File: config.mk
export PLATFORM = sky130hd
export DESIGN_NAME = frc_master_counter
export DESIGN_NICKNAME = d
export VERILOG_FILES = /design/src/rtl/frc_pkg.sv /design/src/rtl/frc_ratio_regs.sv /design/src/rtl/frc_accum.sv /design/src/rtl/frc_count.sv /design/src/rtl/frc_master_counter.sv
export SDC_FILE = /design/constraint.sdc
export NUM_CORES = 1
export LEC_CHECK = 0
export CORE_UTILIZATION = 30
export CTS_CLUSTER_DIAMETER = 50
export CTS_CLUSTER_SIZE = 14
export DETAILED_ROUTE_END_ITERATION = 7
export DONT_BUFFER_PORTS = 1
export PLACE_DENSITY = 0.45
export SETUP_SLACK_MARGIN = 0.15
export SLEW_MARGIN = 10
export SYNTH_ARGS = -nofsm -noshare
export SYNTH_HDL_FRONTEND = slang
export SYNTH_SLANG_ARGS = --single-unit
export TNS_END_PERCENT = 1
File: constraint.sdc
create_clock -name clk -period 4.75 [get_ports clk]
set_input_delay 0.2375 -clock clk [delete_from_list [all_inputs] [get_ports clk]]
set_output_delay 0.2375 -clock clk [all_outputs]
set_load 0.1 [all_outputs]
File: src/rtl/frc_pkg.sv
package frc_pkg;

   localparam int WIN_ADDR_W = 5;

   localparam logic [WIN_ADDR_W-1:0] OFS_CNT_LO = 5'h00;
   localparam logic [WIN_ADDR_W-1:0] OFS_CNT_HI = 5'h04;
   localparam logic [WIN_ADDR_W-1:0] OFS_INCR   = 5'h10;
   localparam logic [WIN_ADDR_W-1:0] OFS_MOD    = 5'h14;

   typedef enum logic [2:0] {
      REG_CNT_LO,
      REG_CNT_HI,
      REG_INCR,
      REG_MOD,
      REG_NONE
   } frc_reg_e;

   function automatic frc_reg_e frc_decode(input logic [WIN_ADDR_W-1:0] ofs);
      frc_reg_e r;
      case (ofs)
         OFS_CNT_LO: r = REG_CNT_LO;
         OFS_CNT_HI: r = REG_CNT_HI;
         OFS_INCR:   r = REG_INCR;
         OFS_MOD:    r = REG_MOD;
         default:    r = REG_NONE;
      endcase
      return r;
   endfunction

endpackage

File: src/rtl/frc_ratio_regs.sv
module frc_ratio_regs #(
   parameter int BUS_W     = 32,
   parameter int FRAC_W    = 12,
   parameter int RESET_NUM = 4,
   parameter int RESET_DEN = 25
) (
   input  logic              clk,
   input  logic              rst,
   input  logic              wr_incr,
   input  logic              wr_mod,
   input  logic [BUS_W-1:0]  wdata,
   output logic [BUS_W-1:0]  incr_word,
   output logic [BUS_W-1:0]  mod_word,
   output logic [FRAC_W-1:0] incr,
   output logic [FRAC_W-1:0] modulus
);

   localparam int NREG = 2;

   if (FRAC_W > BUS_W) begin : g_bad_frac
      $error("frc_ratio_regs: FRAC_W must fit in a bus word");
   end
   if (RESET_NUM >= (1 << FRAC_W) || RESET_DEN >= (1 << FRAC_W)) begin : g_bad_rst
      $error("frc_ratio_regs: reset ratio does not fit FRAC_W");
   end
   if (RESET_NUM > RESET_DEN) begin : g_bad_ratio
      $error("frc_ratio_regs: reset increment exceeds reset modulus");
   end

   logic [BUS_W-1:0] word_q [NREG];
   logic [NREG-1:0]  wr_vec;

   assign wr_vec = {wr_mod, wr_incr};

   for (genvar g = 0; g < NREG; g++) begin : g_reg
      localparam logic [BUS_W-1:0] RV = (g == 0) ? BUS_W'(RESET_NUM) : BUS_W'(RESET_DEN);
      always_ff @(posedge clk) begin
         if (rst) begin
            word_q[g] <= RV;
         end else if (wr_vec[g]) begin
            word_q[g] <= wdata;
         end
      end
   end

   assign incr_word = word_q[0];
   assign mod_word  = word_q[1];
   assign incr      = word_q[0][FRAC_W-1:0];
   assign modulus   = word_q[1][FRAC_W-1:0];

endmodule

File: src/rtl/frc_accum.sv
module frc_accum #(
   parameter int FRAC_W = 12
) (
   input  logic              clk,
   input  logic              rst,
   input  logic              clr,
   input  logic [FRAC_W-1:0] incr,
   input  logic [FRAC_W-1:0] modulus,
   output logic              step
);

   localparam int SUM_W = FRAC_W + 1;

   if (FRAC_W < 2) begin : g_bad_w
      $error("frc_accum: FRAC_W too small");
   end

   logic [FRAC_W-1:0] acc_q;
   logic [FRAC_W-1:0] acc_d;
   logic [SUM_W-1:0]  sum;
   logic              mod_zero;
   logic              hit;

   always_comb begin
      sum      = {1'b0, acc_q} + {1'b0, incr};
      mod_zero = (modulus == '0);
      hit      = !mod_zero && (sum >= {1'b0, modulus});
      if (clr || mod_zero) begin
         acc_d = '0;
      end else if (hit) begin
         acc_d = FRAC_W'(sum - {1'b0, modulus});
      end else begin
         acc_d = sum[FRAC_W-1:0];
      end
   end

   assign step = hit && !clr;

   always_ff @(posedge clk) begin
      if (rst) begin
         acc_q <= '0;
      end else begin
         acc_q <= acc_d;
      end
   end

   // The fractional phase stays below the modulus while the ratio is proper.
   assert_acc_below_mod_R2: assert property (@(posedge clk) disable iff (rst)
      (modulus != '0 && incr <= modulus) |-> (acc_q < modulus))
      else $error("accumulator reached modulus");

   // A ratio write restarts the phase from zero.
   assert_clr_restarts_R4: assert property (@(posedge clk) disable iff (rst)
      clr |=> (acc_q == '0))
      else $error("accumulator not cleared by ratio write");

endmodule

File: src/rtl/frc_count.sv
module frc_count #(
   parameter int                 CNT_W       = 64,
   parameter int                 BUS_W       = 32,
   parameter logic [CNT_W-1:0]   RESET_COUNT = '0,
   parameter bit                 SNAP_HI     = 1'b1
) (
   input  logic                    clk,
   input  logic                    rst,
   input  logic                    step,
   input  logic                    latch_hi,
   output logic [CNT_W-1:0]        count,
   output logic [CNT_W-BUS_W-1:0]  hi_word
);

   localparam int HI_W = CNT_W - BUS_W;

   if (CNT_W <= BUS_W || CNT_W > 2 * BUS_W) begin : g_bad_w
      $error("frc_count: CNT_W must lie in (BUS_W, 2*BUS_W]");
   end

   logic [CNT_W-1:0] count_q;

   always_ff @(posedge clk) begin
      if (rst) begin
         count_q <= RESET_COUNT;
      end else if (step) begin
         count_q <= count_q + CNT_W'(1);
      end
   end

   assign count = count_q;

   if (SNAP_HI) begin : g_snap
      logic [HI_W-1:0] hi_q;
      always_ff @(posedge clk) begin
         if (rst) begin
            hi_q <= RESET_COUNT[CNT_W-1:BUS_W];
         end else if (latch_hi) begin
            hi_q <= count_q[CNT_W-1:BUS_W];
         end
      end
      assign hi_word = hi_q;

      assert_hi_pairs_lo_R7: assert property (@(posedge clk) disable iff (rst)
         latch_hi |=> (hi_q == $past(count_q[CNT_W-1:BUS_W])))
         else $error("upper word not captured with low word");
   end else begin : g_live
      assign hi_word = count_q[CNT_W-1:BUS_W];
   end

   assert_single_step_R3: assert property (@(posedge clk) disable iff (rst)
      !rst |=> (count_q == $past(count_q) || count_q == $past(count_q) + CNT_W'(1)))
      else $error("count moved by more than one");

endmodule

File: src/rtl/frc_master_counter.sv
module frc_master_counter #(
   parameter int               BUS_W       = 32,
   parameter int               FRAC_W      = 12,
   parameter int               CNT_W       = 64,
   parameter int               RESET_NUM   = 4,
   parameter int               RESET_DEN   = 25,
   parameter logic [CNT_W-1:0] RESET_COUNT = '0,
   parameter bit               SNAP_HI     = 1'b1
) (
   input  logic                            clk,
   input  logic                            rst,
   input  logic                            bus_sel,
   input  logic                            bus_wr,
   input  logic [frc_pkg::WIN_ADDR_W-1:0]  bus_addr,
   input  logic [BUS_W-1:0]                bus_wdata,
   output logic [BUS_W-1:0]                bus_rdata,
   output logic [CNT_W-1:0]                count_o,
   output logic                            step_o
);

   import frc_pkg::*;

   localparam int HI_W = CNT_W - BUS_W;

   frc_reg_e          reg_sel;
   logic              wr_incr;
   logic              wr_mod;
   logic              ratio_wr;
   logic              latch_hi;
   logic [BUS_W-1:0]  incr_word;
   logic [BUS_W-1:0]  mod_word;
   logic [FRAC_W-1:0] incr;
   logic [FRAC_W-1:0] modulus;
   logic              step;
   logic [CNT_W-1:0]  count;
   logic [HI_W-1:0]   hi_word;

   always_comb begin
      reg_sel  = frc_decode(bus_addr);
      wr_incr  = bus_sel && bus_wr && (reg_sel == REG_INCR);
      wr_mod   = bus_sel && bus_wr && (reg_sel == REG_MOD);
      ratio_wr = wr_incr || wr_mod;
      latch_hi = bus_sel && !bus_wr && (reg_sel == REG_CNT_LO);
   end

   frc_ratio_regs #(
      .BUS_W(BUS_W), .FRAC_W(FRAC_W), .RESET_NUM(RESET_NUM), .RESET_DEN(RESET_DEN)
   ) u_regs (
      .clk(clk), .rst(rst), .wr_incr(wr_incr), .wr_mod(wr_mod), .wdata(bus_wdata),
      .incr_word(incr_word), .mod_word(mod_word), .incr(incr), .modulus(modulus)
   );

   frc_accum #(.FRAC_W(FRAC_W)) u_acc (
      .clk(clk), .rst(rst), .clr(ratio_wr), .incr(incr), .modulus(modulus), .step(step)
   );

   frc_count #(
      .CNT_W(CNT_W), .BUS_W(BUS_W), .RESET_COUNT(RESET_COUNT), .SNAP_HI(SNAP_HI)
   ) u_cnt (
      .clk(clk), .rst(rst), .step(step), .latch_hi(latch_hi),
      .count(count), .hi_word(hi_word)
   );

   always_comb begin
      case (reg_sel)
         REG_CNT_LO: bus_rdata = count[BUS_W-1:0];
         REG_CNT_HI: bus_rdata = BUS_W'(hi_word);
         REG_INCR:   bus_rdata = incr_word;
         REG_MOD:    bus_rdata = mod_word;
         default:    bus_rdata = '0;
      endcase
   end

   assign count_o = count;
   assign step_o  = step;

   assert_step_moves_count_R2: assert property (@(posedge clk) disable iff (rst)
      step_o |=> (count_o == $past(count_o) + CNT_W'(1)))
      else $error("step pulse without increment");

   assert_ratio_write_freezes_R4: assert property (@(posedge clk) disable iff (rst)
      ratio_wr |=> (count_o == $past(count_o)))
      else $error("count moved on ratio write");

   assert_zero_ratio_holds_R5: assert property (@(posedge clk) disable iff (rst)
      (!ratio_wr && (incr == '0 || modulus == '0)) |=> $stable(count_o))
      else $error("count moved with zero ratio");

endmodule

==> metrics <==
outcome complete, no violations; # IOs about 140; Die Y-Extent 176.3 µm; largest net degree at the start of global routing 95; achievable clock frequency 229.7 MHz; Setup TNS Final 0 ps; Antenna Nets Post-Route 0; # fillers 2991; Worst-path clk slew about 70 ps; post-layout minimum cycle time ~4400 ps; TritonCTS Sinks 172; crit path capture type primary output; design area 11230 µm²; # setup viols final 0; Synth cell types 63; root buf cell clkbuf_16; Yosys warning total 0; drt first pass iters 5; Post-synth top cells dfxtp_1, a21oi_1, nand2_1, mux2i_1, and2_1; share of layout cells above drive strength 1 16.78%; Reg area ~4000 µm²; H-tree Lvls 4; drt total wl ~28000 µm; DR WL/cell around 20 µm; Clock Skew around 15 ps; worst-path maximum fanout 13; first-pass GRT wire length 43880 µm; startpoint types flip-flop; vias per cell 5.105; Tightest Pin Transition 1181 ps; power per standard cell area between 400 and 500 nW/µm²; final slew viol count 0; Post-synth EDFFs between 60 and 70; placed cell areas 10160 µm²; row cnt 63; syn nets 1028; CTS tree yes; Core Area 29800 µm²; DR iter-0 viols 469; Primary FF master, synth dfxtp_1; crit path launch u_regs.word_q[0][0]; final worst-path cycle share 91.63%; Worst Hold Launch rst; Max-cap violations 0; Syn Std Cell Area 9119 µm²; vias in the first global route 6967; Critical Path AT between 4000 and 5000 ps; synthesized area per cell 9.499 µm²; R2R cell count 16; dpl cells 1368; DIE AREA 31100 µm²; Seq/Total Area, Yosys 44.79%; VDD IR max approximately 270 µV; count leader, synth dfxtp_1; Final HPWL DP 20500 µm; final cell count without fillers 1440; Max clock buf depth 2; final hold vios 0; Seq cells post-synth 172; Synth Instances 960; GRT overflow 0; Synth top area share 23.71%; Initial Utilization roughly 30%; critical path class flip-flop to primary output; CP endpoint step_o; flop2flop setup slack 440 ps; RSZ-0062 raised after global routing no; area of the multi-input gates 4938 µm²; Hold Path Class input port to flip-flop; async set-reset flop share out of synthesis 0%; die width 176.3 µm; Worst EP required 4510 ps; CTS Buf Count 17; GRT Total Usage a little under a fifth; drt drc 0; initial antenna violation count 1; nets@finish 1104; worst skew pair latency 440 ps; max_slew headroom 21.42%; Pleak 0.004024 µW; Synth area leaders dfxtp_1, edfxtp_1, mux2i_1; area grow syn2layout 23.12%; Yosys top cell by area dfxtp_1; FF-to-FF Start u_regs.word_q[0][0]; GP Congestion about 0.8; via count approximately 7.4k; reg2reg end u_cnt.count[40]; port bufs 0
worst max-delay path: stages (launching register included):
cell,delay (ps)
edfxtp_1,400
ha_1,250
fa_1,430
a211oi_2,300
o21a_1,220
o21bai_1,80
a21oi_1,180
xnor2_1,170
ha_2,350
a211oi_2,260
nor3b_2,270
a21oi_4,140
buf_12,180
o21ai_4,160
inv_1,120
buf_12,180
logic make-up after synthesis:
logic type	after synthesis	share of synthesized area, %
xor+xnor	33	3.170
buf+inv	86	4.020
fa+ha+maj	27	3.869
simple gates	332	19.44
flops	172	44.79
compound gates	236	16.56
mux	74	8.150
where the power goes:
group	switching [µW]	internal, µW	total [µW]	leakage [µW]
clock network	652	851	1500	0.000307
registers	42.8	1610	1650	0.00148
logic	1140	778	1920	0.00223
total	1840	3240	5070	0.00402
placed cells by master, fill, tap and decap left out, types with 7 or more instances in the layout:
cell,n
dfxtp_1,108
a21oi_1,95
nand2_1,93
buf_4,79
mux2i_1,72
and2_1,65
edfxtp_1,64
nor2_1,38
o22ai_2,32
dlygate4sd3_1,32
o21ai_0,31
inv_1,29
or3_1,28
ha_1,24
nand3_1,23
xor2_1,20
o31ai_1,19
or4_1,18
clkbuf_16,18
xnor2_1,13
nand4_1,12
and3_1,10
o2111ai_1,9
nand2b_1,8
nor3_1,7
o21ai_1,7
what timing repair did:
item | CTS | global route
endpoints found under the setup margin | 1 | 25
gates resized for setup | 4 | 6
pin swaps | 0 | 7
setup buffers | 0 | 6
endpoints found under the hold margin | 158 | 0
hold buffers | 33 | 0
registers in the layout, summed over array words and instances, names as in the netlist:
signal	flops
u_regs.word_q	64
u_cnt.hi_word	32
u_cnt.count	64
u_acc.acc_q	12
stage by stage:
step | hold slack [ps] | setup WS (ps) | power, µW | utilization (%)
after detailed placement | 336.3 | 425.6 | 3405 | 34.09
after global placement | 333.7 | 430.1 | 3396 | 34.09
after CTS | 16.04 | 206.4 | 4992 | 37.42
after global routing | 26.87 | 144.8 | 5349 | 37.68
after floorplan | 415.3 | 858.0 | 3055 | -
final | 41.29 | 397.3 | 5075 | 37.68
layer usage:
| layer | up-vias | routed length, µm | global-route usage, % |
|---|---|---|---|
| li1 | 3669 | - | - |
| met1 | 3512 | 13700 | 26.00 |
| met2 | 159 | 12810 | 28.49 |
| met3 | 11 | 1810 | 5.534 |
| met4 | 0 | 168 | 3.448 |
| met5 | - | 0 | 0 |
cell type report:
class | count | share of cell area (%)
Multi-Input combinational cell | 702 | 43.99
Sequential cell | 172 | 36.38
Timing Repair Buffer | 114 | 8.737
Tap cell | 390 | 4.346
Clock buffer | 20 | 4.257
Clock inverter | 12 | 1.304
Inverter | 29 | 0.9696
Antenna cell | 1 | 0.02229
how the worst min path moves through the flow:
stage / to / slack [ps] / cells past startpoint
after floorplan: u_regs.word_q[0][2] / 420 / 1
after global placement: u_cnt.count[6] / 330 / 1
after detailed placement: u_cnt.count[6] / 340 / 1
after CTS: u_cnt.count[21] / 20 / 2
after global routing: u_cnt.count[63] / 30 / 2
final: u_cnt.count[21] / 40 / 2
Note: power is estimated with default switching activity, not from simulation.
